==> config.mk <==
export PLATFORM = sky130hd
export DESIGN_NAME = ext_irq_sense
export DESIGN_NICKNAME = d
export VERILOG_FILES = /design/src/rtl/eis_pkg.sv /design/src/rtl/eis_sync.sv /design/src/rtl/eis_line.sv /design/src/rtl/eis_nmi.sv /design/src/rtl/eis_arb.sv /design/src/rtl/ext_irq_sense.sv
export SDC_FILE = /design/constraint.sdc
export NUM_CORES = 1
export LEC_CHECK = 0
export ABC_AREA = 1
export BUFFER_PORTS_ARGS = -buffer_cell sky130_fd_sc_hd__clkbuf_2
export CORE_MARGIN = 1.5
export CORE_UTILIZATION = 40
export CTS_CLUSTER_DIAMETER = 120
export CTS_CLUSTER_SIZE = 16
export DETAILED_ROUTE_END_ITERATION = 16
export GPL_TIMING_DRIVEN = 0
export PLACE_DENSITY_LB_ADDON = 0.25
export SYNTH_ARGS = -nofsm -noshare
export SYNTH_HDL_FRONTEND = slang
export SYNTH_SLANG_ARGS = --single-unit
==> constraint.sdc <==
create_clock -name clk -period 21 [get_ports clk]
set_input_delay 5.25 -clock clk [delete_from_list [all_inputs] [get_ports clk]]
set_output_delay 5.25 -clock clk [all_outputs]
set_load 0.1 [all_outputs]
==> src/rtl/eis_pkg.sv <==
`timescale 1ns/1ps
package eis_pkg;

  typedef enum logic [1:0] {
    SENSE_LOW  = 2'b00,
    SENSE_FALL = 2'b01,
    SENSE_RISE = 2'b10,
    SENSE_BOTH = 2'b11
  } sense_e;

  localparam int A_MODE   = 0;
  localparam int A_ENABLE = 1;
  localparam int A_FLAGS  = 2;
  localparam int A_PRIO0  = 3;
  localparam int A_NMI    = 5;

  localparam int PRIO_SLOT = 4;

  // Trigger decision from the current and previous synchronised samples.
  function automatic logic sense_hit(sense_e mode, logic cur, logic prev);
    logic rise;
    logic fall;
    rise = cur & ~prev;
    fall = ~cur & prev;
    case (mode)
      SENSE_LOW:  sense_hit = ~cur;
      SENSE_FALL: sense_hit = fall;
      SENSE_RISE: sense_hit = rise;
      default:    sense_hit = rise | fall;
    endcase
  endfunction

  // Register word that holds the priority of a given line.
  function automatic int prio_word(int line, int lines_per_word);
    prio_word = A_PRIO0 + line / lines_per_word;
  endfunction

  // Bit offset of a line's priority inside its word.
  function automatic int prio_offset(int line, int lines_per_word);
    prio_offset = (line % lines_per_word) * PRIO_SLOT;
  endfunction

endpackage

==> src/rtl/eis_sync.sv <==
`timescale 1ns/1ps
module eis_sync #(
  parameter int W      = 9,
  parameter int STAGES = 2,
  parameter bit RST_HI = 1'b1
) (
  input  logic         clk,
  input  logic         rst_n,
  input  logic [W-1:0] d,
  output logic [W-1:0] q
);
  logic [W-1:0] stage [STAGES];

  generate
    for (genvar s = 0; s < STAGES; s++) begin : g_stage
      always_ff @(posedge clk or negedge rst_n) begin
        if (!rst_n) begin
          stage[s] <= {W{RST_HI}};
        end else begin
          if (s == 0) stage[s] <= d;
          else        stage[s] <= stage[(s == 0) ? 0 : s-1];
        end
      end
    end
  endgenerate

  assign q = stage[STAGES-1];
endmodule

==> src/rtl/eis_line.sv <==
`timescale 1ns/1ps
module eis_line
  import eis_pkg::*;
(
  input  logic   clk,
  input  logic   rst_n,
  input  logic   samp,
  input  sense_e mode,
  input  logic   clr,
  output logic   hit,
  output logic   flag
);
  logic prev_q;
  logic flag_q;

  assign hit = sense_hit(mode, samp, prev_q);

  always_ff @(posedge clk or negedge rst_n) begin
    if (!rst_n) begin
      prev_q <= 1'b1;
      flag_q <= 1'b0;
    end else begin
      prev_q <= samp;
      flag_q <= hit | (flag_q & ~clr);
    end
  end

  assign flag = flag_q;
endmodule

==> src/rtl/eis_nmi.sv <==
`timescale 1ns/1ps
module eis_nmi
  import eis_pkg::*;
(
  input  logic clk,
  input  logic rst_n,
  input  logic samp,
  input  logic rise_sel,
  output logic pulse
);
  logic   prev_q;
  logic   pulse_q;
  sense_e edge_mode;
  logic   nmi_hit;

  assign edge_mode = rise_sel ? SENSE_RISE : SENSE_FALL;
  assign nmi_hit   = sense_hit(edge_mode, samp, prev_q);

  always_ff @(posedge clk or negedge rst_n) begin
    if (!rst_n) begin
      prev_q  <= 1'b1;
      pulse_q <= 1'b0;
    end else begin
      prev_q  <= samp;
      pulse_q <= nmi_hit;
    end
  end

  assign pulse = pulse_q;
endmodule

==> src/rtl/eis_arb.sv <==
`timescale 1ns/1ps
module eis_arb #(
  parameter int N  = 8,
  parameter int PW = 3,
  parameter int IW = $clog2(N)
) (
  input  logic [N-1:0]    pend,
  input  logic [N*PW-1:0] prio,
  output logic            valid,
  output logic [IW-1:0]   idx,
  output logic [PW-1:0]   lvl
);
  // Ascending scan with >=: an equal level later in the scan takes over,
  // so ties go to the higher index.
  always_comb begin
    valid = 1'b0;
    idx   = '0;
    lvl   = '0;
    for (int i = 0; i < N; i++) begin
      if (pend[i] && (!valid || prio[i*PW +: PW] >= lvl)) begin
        valid = 1'b1;
        idx   = IW'(i);
        lvl   = prio[i*PW +: PW];
      end
    end
  end
endmodule

==> src/rtl/ext_irq_sense.sv <==
`timescale 1ns/1ps
module ext_irq_sense
  import eis_pkg::*;
#(
  parameter int NLINES = 8,
  parameter int PRIO_W = 3,
  parameter int DATA_W = 16,
  parameter int ADDR_W = 3
) (
  input  logic                      clk,
  input  logic                      rst_n,
  input  logic                      nmi_pin,
  input  logic [NLINES-1:0]         irq_pins,
  input  logic                      reg_wr,
  input  logic [ADDR_W-1:0]         reg_addr,
  input  logic [DATA_W-1:0]         reg_wdata,
  output logic [DATA_W-1:0]         reg_rdata,
  output logic                      nmi_req,
  output logic                      irq_valid,
  output logic [$clog2(NLINES)-1:0] irq_index,
  output logic [PRIO_W-1:0]         irq_level
);
  localparam int LPW   = DATA_W / PRIO_SLOT;
  localparam int MODEW = 2 * NLINES;

  // Configuration state
  logic [MODEW-1:0]  mode_q;
  logic [NLINES-1:0] en_q;
  logic [PRIO_W-1:0] prio_q [NLINES];
  logic              nmi_rise_q;

  // Named internal events
  logic [NLINES-1:0]        samp_w;
  logic                     nmi_samp_w;
  logic [NLINES-1:0]        hit_w;
  logic [NLINES-1:0]        flag_w;
  logic [NLINES-1:0]        clr_w;
  logic [NLINES-1:0]        pend_w;
  logic [NLINES*PRIO_W-1:0] prio_flat;
  logic                     wr_mode, wr_en, wr_flags, wr_nmi;

  assign wr_mode  = reg_wr && (reg_addr == ADDR_W'(A_MODE));
  assign wr_en    = reg_wr && (reg_addr == ADDR_W'(A_ENABLE));
  assign wr_flags = reg_wr && (reg_addr == ADDR_W'(A_FLAGS));
  assign wr_nmi   = reg_wr && (reg_addr == ADDR_W'(A_NMI));

  // Synchroniser for all pins
  eis_sync #(.W(NLINES + 1), .STAGES(2), .RST_HI(1'b1)) u_sync (
    .clk   (clk),
    .rst_n (rst_n),
    .d     ({nmi_pin, irq_pins}),
    .q     ({nmi_samp_w, samp_w})
  );

  // Configuration registers
  always_ff @(posedge clk or negedge rst_n) begin
    if (!rst_n) begin
      mode_q     <= '0;
      en_q       <= '0;
      nmi_rise_q <= 1'b0;
    end else begin
      if (wr_mode) mode_q     <= reg_wdata[MODEW-1:0];
      if (wr_en)   en_q       <= reg_wdata[NLINES-1:0];
      if (wr_nmi)  nmi_rise_q <= reg_wdata[0];
    end
  end

  // Per-line detection, flag, priority storage
  generate
    for (genvar i = 0; i < NLINES; i++) begin : g_line
      localparam int WORD = prio_word(i, LPW);
      localparam int OFS  = prio_offset(i, LPW);

      // Write 0 to a flag bit clears it; 1 leaves it alone
      assign clr_w[i] = wr_flags && !reg_wdata[i];

      eis_line u_line (
        .clk   (clk),
        .rst_n (rst_n),
        .samp  (samp_w[i]),
        .mode  (sense_e'(mode_q[2*i +: 2])),
        .clr   (clr_w[i]),
        .hit   (hit_w[i]),
        .flag  (flag_w[i])
      );

      always_ff @(posedge clk or negedge rst_n) begin
        if (!rst_n) begin
          prio_q[i] <= '0;
        end else if (reg_wr && reg_addr == ADDR_W'(WORD)) begin
          prio_q[i] <= reg_wdata[OFS +: PRIO_W];
        end
      end

      assign prio_flat[i*PRIO_W +: PRIO_W] = prio_q[i];
    end
  endgenerate

  assign pend_w = flag_w & en_q;

  eis_arb #(.N(NLINES), .PW(PRIO_W)) u_arb (
    .pend  (pend_w),
    .prio  (prio_flat),
    .valid (irq_valid),
    .idx   (irq_index),
    .lvl   (irq_level)
  );

  eis_nmi u_nmi (
    .clk      (clk),
    .rst_n    (rst_n),
    .samp     (nmi_samp_w),
    .rise_sel (nmi_rise_q),
    .pulse    (nmi_req)
  );

  // Read mux
  always_comb begin
    reg_rdata = '0;
    case (int'(reg_addr))
      A_MODE:   reg_rdata[MODEW-1:0]  = mode_q;
      A_ENABLE: reg_rdata[NLINES-1:0] = en_q;
      A_FLAGS:  reg_rdata[NLINES-1:0] = flag_w;
      A_NMI:    reg_rdata[0]          = nmi_rise_q;
      default: begin
        for (int i = 0; i < NLINES; i++) begin
          if (int'(reg_addr) == prio_word(i, LPW))
            reg_rdata[prio_offset(i, LPW) +: PRIO_W] = prio_q[i];
        end
      end
    endcase
  end
endmodule

==> impl_metrics.json, run 1 <==
{
  "status": "completed",
  "rows": 39,
  "initial_utilization_pct": 41.3,
  "routed_wl_um": 11900,
  "synthArstFlopShare_pct": 100,
  "synth-edff-count": 0,
  "hpwl_um": 9360,
  "max_slew_margin_pct": 63.4,
  "io_pins": 55,
  "cp.required_ps": 15750,
  "insertion_delay_ps": 350,
  "postCtsHoldBufs": 0,
  "layout_commonest_cell": "nand2_1",
  "post_cts_buffers": 0,
  "die_h_um": 112,
  "powerDensity_nw_per_um2": 128,
  "synth.top_cell.area_share_pct": 30.7,
  "vias": 4018,
  "met3_wirelength_um": 451,
  "seq_area_frac_synth_pct": 45.7,
  "root_buffer": "clkbuf_16",
  "ys_seq_elements": 85,
  "antenna_cells": 0,
  "crit_fanout": 8,
  "topRoutingLayerUsed": "met4",
  "worst_slew_pin_slew_ps": 551,
  "yosys_warnings": 0,
  "drive_above_1_share_pct": 22.1,
  "die-area_um2": 12500,
  "grt_overflow": 0,
  "cts.sinks": 85,
  "wl_met2_um": 5610,
  "cts.path.max_buffers": 2,
  "ir_drop_mv": 0.152,
  "syn_to_final_growth_pct": 16.9,
  "p_int_mw": 0.376,
  "tritoncts": "done",
  "antenna_found_initial": 0,
  "viasPerCell": 5.15,
  "slowest_stage": "clkbuf_2",
  "endpoint_kind": "primary output",
  "cp_data_arrival_time_ps": 9090,
  "p_sw_share_pct": 47.1,
  "slew_viol_final": 0,
  "power_mw": 0.710,
  "wl_per_cell_um": 15.3,
  "drt_iter0_drc": 220,
  "finalHoldViolCount": 0,
  "setup_viol": 0,
  "coreArea_um2": 11500,
  "m1WireLength_um": 5630,
  "setup_tns_ps": 0,
  "grt_pass1_vias": 3938,
  "slowest_delay_ps": 450,
  "io_buffer_count": 54,
  "clk_pin_slew_worst_paths_ps": 60,
  "min_period_ps": 14340,
  "place_inst": 764,
  "postSynthAreaPerCell_um2": 8.36,
  "instances_no_fill": 780,
  "drcViolationCount": 0,
  "p_leak_nw": 2.82,
  "synth_nets": 634,
  "synth_ff_type": "dfrtp_1",
  "syn_inst": 566,
  "synthTopCellsByArea": "dfrtp_1 31%, dfstp_2 15%, nand2_1 10%, ha_1 9.8%, o21ai_0 7.3%",
  "die-width_um": 112,
  "routabilityCongestion": 0.856,
  "cts_buffers": 9,
  "rsz0062_at_grt": "no",
  "p_sw_mw": 0.334,
  "startpoint_type": "flip-flop",
  "layout_common_cells": "129 x nand2_1, 79 x inv_1, 69 x o21ai_0",
  "grt_pass1_wl_um": 19400,
  "dr.pass1.iters": 5,
  "seqPwrFrac_pct": 29.5,
  "finalCritPeriodShare_pct": 68.3,
  "hold_class": "reg -> reg",
  "cts_max_level": 3,
  "grt_start_max_net_pins": 57,
  "clock_power_share_pct": 23.8,
  "synth.cell_area_um2": 4730,
  "ant_nets": 0,
  "grt_use_total_pct": 19.8,
  "crit_type": "reg -> out",
  "max_freq_mhz": 69.7,
  "cpMostUsedCell": "nand2_1",
  "p_comb_share_pct": 46.7,
  "cap_viol_max_count": 0,
  "ctsResizeCount": 0,
  "yosys.area.top_type": "dfrtp_1",
  "fin_worst_skew_ps": 5.65,
  "fillCellCount": 1082,
  "final_nets": 700,
  "ys_types": 33
}
[metal layers]
layer | global-route usage [%] | up-vias
met2 | 32.1 | 89
met3 | 3.65 | 14
li1 | - | 1986
met4 | 7.26 | 0
met5 | 0 | -
met1 | 26.4 | 1929
[power groups by stage]
stage          Clock, mW  Combinational (mW)  Sequential, mW
2_1_floorplan          0               0.268           0.206
5_1_grt            0.179               0.363           0.212
3_5_place_dp           0               0.331           0.212
6_report           0.169               0.332           0.209
4_1_cts            0.172               0.332           0.209
3_3_place_gp           0               0.323           0.211
[cells in the mapped netlist (10+ instances only)]
| library cell | instances |
|---|---|
| a21oi_1 | 19 |
| nand2_1 | 129 |
| nand2_2 | 14 |
| o21ai_1 | 16 |
| inv_2 | 10 |
| nor2_1 | 25 |
| ha_1 | 37 |
| inv_1 | 79 |
| nand3_1 | 27 |
| dfrtp_1 | 58 |
| dfstp_2 | 27 |
| o21ai_0 | 69 |
| nand3_2 | 11 |
[final cells by class]
class	instances	area, um^2	share of cell area, %
Tap cell	143	179	3.23
Inverter	90	338	6.10
Clock buffer	14	285	5.15
Buffer	9	38.8	0.701
Clock inverter	2	37.5	0.678
Multi-Input combinational cell	382	2200	39.7
Timing Repair Buffer	55	300	5.42
Sequential cell	85	2160	39.0
[sequential cells by signal, summed over array words and instances (netlist names), 8 cells and up]
register              count
u_sync.stage              9
prio_flat                24
g_line.u_line.flag        8
mode_q                   16
en_q                      8
u_sync.q                  9
g_line.u_line.prev_q      8
[kinds of logic after synthesis]
group / Yosys count / share of synthesized area [%]
fa+ha+maj: 37 / 9.78
buf+inv: 99 / 7.96
flops: 85 / 45.7
compound gates: 125 / 14.9
simple gates: 220 / 21.7
[worst paths after layout]
check                      depth (start not counted)  slack, ps                    start                     to
setup / recovery                                  60       6660                  en_q[0]           irq_level[2]
min in group asynchronous                          1       4880                    rst_n             mode_q[11]
hold / removal                                     0        350         u_sync.stage[13]            u_sync.q[4]
max in group asynchronous                          2      15480                    rst_n           u_nmi.prev_q
hold reg to reg                                    0        350         u_sync.stage[13]            u_sync.q[4]
setup reg to reg                                   5      19640  g_line[1].u_line.prev_q  g_line[1].u_line.flag
[critical path: cells and delay by family (launching register included)]
| family | cells | cell delay (ps) |
|---|---|---|
| AOI/OAI and AO/OA | 10 | 1470 |
| adders and majority gates | 7 | 2000 |
| buffers and inverters | 7 | 1060 |
| DFF | 1 | 380 |
| and+or+nand+nor | 36 | 3820 |
[metrics by stage]
step,utilization (%),area [um^2],setup WS [ps],hold WS (ps)
3_3_place_gp,45.2,5180,7150,345
4_1_cts,48.3,5540,6670,355
5_1_grt,48.3,5540,5790,357
6_report,48.3,5540,6660,355
2_1_floorplan,-,4730,7590,345
3_5_place_dp,45.5,5210,7080,347
(Power assumes the default switching activity.)
==> run 2: changes to the inputs <==
==> constraint.sdc (replaced) <==
create_clock -name clk -period 12.3 [get_ports clk]
set_input_delay 3.075 -clock clk [delete_from_list [all_inputs] [get_ports clk]]
set_output_delay 3.075 -clock clk [all_outputs]
set_load 0.1 [all_outputs]
==> run 2 against run 1 <==
  * Worst hold slack barely moved
  * Via count rose by 1.0%
  * Clock-buffer cell count did not move
  * Clock skew barely moved
  * Routed wire length barely moved
  * Critical path depth fell by 2
  * Critical endpoint is now irq_index[0]
==> impl_metrics.json, run 2 (synthesis gave the netlist of run 1 again) <==
{
  "finalHoldViolCount": 0,
  "holdPathEnd": "u_sync.q[4]",
  "p_int_mw": 0.685,
  "slowest_delay_ps": 390,
  "startpoint_type": "flip-flop",
  "routed_wl_um": 11900,
  "setup_viol": 0,
  "cap_viol_max_count": 0,
  "powerDensity_nw_per_um2": 226,
  "min-delay-start": "u_sync.stage[13]",
  "fillCellCount": 1071,
  "syn_to_final_growth_pct": 18.9,
  "hold_depth": 0,
  "viasPerCell": 5.18,
  "coreArea_um2": 11500,
  "r2r-start": "g_line[1].u_line.prev_q",
  "grt_use_total_pct": 19.8,
  "clk_pin_slew_worst_paths_ps": 60,
  "grt_start_max_net_pins": 57,
  "place_inst": 764,
  "max_freq_mhz": 86.6,
  "hpwl_um": 9360,
  "p_sw_share_pct": 46.1,
  "cpMostUsedCell": "nand2_1",
  "tritoncts": "done",
  "root_buffer": "clkbuf_16",
  "p_sw_mw": 0.587,
  "drcViolationCount": 0,
  "layout_common_cells": "128 x nand2_1, 78 x inv_1, 69 x o21ai_0",
  "die-area_um2": 12500,
  "ir_drop_mv": 0.284,
  "p_comb_share_pct": 49.3,
  "grt_pass1_wl_um": 19400,
  "grt_pass1_vias": 3938,
  "insertion_delay_ps": 350,
  "endpoint_kind": "primary output",
  "die-width_um": 112,
  "slew_viol_final": 0,
  "cp.required_ps": 9220,
  "min_period_ps": 11550,
  "clock_power_share_pct": 22.6,
  "final_nets": 703,
  "cts_max_level": 3,
  "p_leak_nw": 2.85,
  "io_pins": 55,
  "ant_nets": 0,
  "cts.sinks": 85,
  "drive_above_1_share_pct": 23.3,
  "r2r_end": "g_line[1].u_line.flag",
  "die_h_um": 112,
  "reg2reg_depth": 5,
  "rows": 39,
  "hold_class": "reg -> reg",
  "instances_no_fill": 783,
  "initial_utilization_pct": 41.3,
  "dr.pass1.iters": 5,
  "vias": 4059,
  "largest_reg_flops": 24,
  "grt_overflow": 0,
  "antenna_found_initial": 0,
  "wl_per_cell_um": 15.2,
  "io_buffer_count": 54,
  "max_slew_margin_pct": 63.4,
  "routabilityCongestion": 0.856,
  "crit_type": "reg -> out",
  "seqPwrFrac_pct": 28.1,
  "layout_commonest_cell": "nand2_1",
  "cts_buffers": 9,
  "finalCritPeriodShare_pct": 93.9,
  "postCtsHoldBufs": 0,
  "cp_data_arrival_time_ps": 8480,
  "drt_iter0_drc": 285,
  "antenna_cells": 0,
  "crit_fanout": 8,
  "worst_slew_pin_slew_ps": 551,
  "cts.path.max_buffers": 2,
  "regToRegSetupSlack_ps": 10930,
  "fin_worst_skew_ps": 5.82,
  "power_mw": 1.27,
  "status": "completed",
  "slowest_stage": "dfrtp_1"
}
## run 2: what timing repair did
action / 4_1_cts / 5_1_grt
buffers inserted: 0 / 3
resized for setup: 0 / 29
setup endpoints to repair: 0 / 7
## run 2: critical path: cells and delay by family (launching register included)
kind	cells	cell delay, ps
buf+inv	6	730
flops	1	390
simple gates	34	3450
fa+ha+maj	7	2020
compound gates	11	1510
## run 2: worst max-delay path by stage
stage	start	end	slack [ps]	depth (start not counted)
floorplan	en_q[0]	irq_index[0]	1070	51
global placement	g_line[0].u_line.flag	irq_level[2]	630	61
detailed placement	g_line[0].u_line.flag	irq_level[2]	560	60
CTS	en_q[0]	irq_level[2]	140	60
global route	en_q[0]	irq_level[2]	-60	61
finish	g_line[0].u_line.flag	irq_index[0]	750	58
## run 2: cell type report
class | count | area [um^2] | area share [%]
Clock buffer | 14 | 285 | 5.07
Multi-Input combinational cell | 382 | 2230 | 39.6
Timing Repair Buffer | 58 | 360 | 6.40
Buffer | 9 | 38.8 | 0.689
Clock inverter | 2 | 37.5 | 0.667
Sequential cell | 85 | 2160 | 38.4
Tap cell | 143 | 179 | 3.18
Inverter | 90 | 338 | 6.00
## run 2: metrics by stage
| step | hold WS, ps | utilization [%] | setup TNS [ps] | setup slack (ps) | cell area [um^2] |
|---|---|---|---|---|---|
| 2_1_floorplan | 345 | - | 0 | 1070 | 4730 |
| 3_3_place_gp | 345 | 45.2 | 0 | 629 | 5180 |
| 3_5_place_dp | 347 | 45.5 | 0 | 558 | 5210 |
| 4_1_cts | 355 | 48.3 | 0 | 142 | 5540 |
| 5_1_grt | 357 | 49.1 | -193 | -55.5 | 5630 |
| 6_report | 355 | 49.1 | 0 | 747 | 5630 |
## run 2: layer usage
layer,routed length (um),track usage [%],part of all wire (%)
met1,5430,26.4,46
met2,5650,32.1,48
met3,607,3.65,5.1
met4,199,7.26,1.7
met5,0,0,0
## run 2: power by group through the flow
stage          Clock, mW  Combinational [mW]  Sequential [mW]
4_1_cts            0.294               0.567            0.357
2_1_floorplan          0               0.458            0.351
6_report           0.288               0.626            0.357
3_5_place_dp           0               0.565            0.361
5_1_grt            0.305               0.683            0.363
3_3_place_gp           0               0.552            0.360
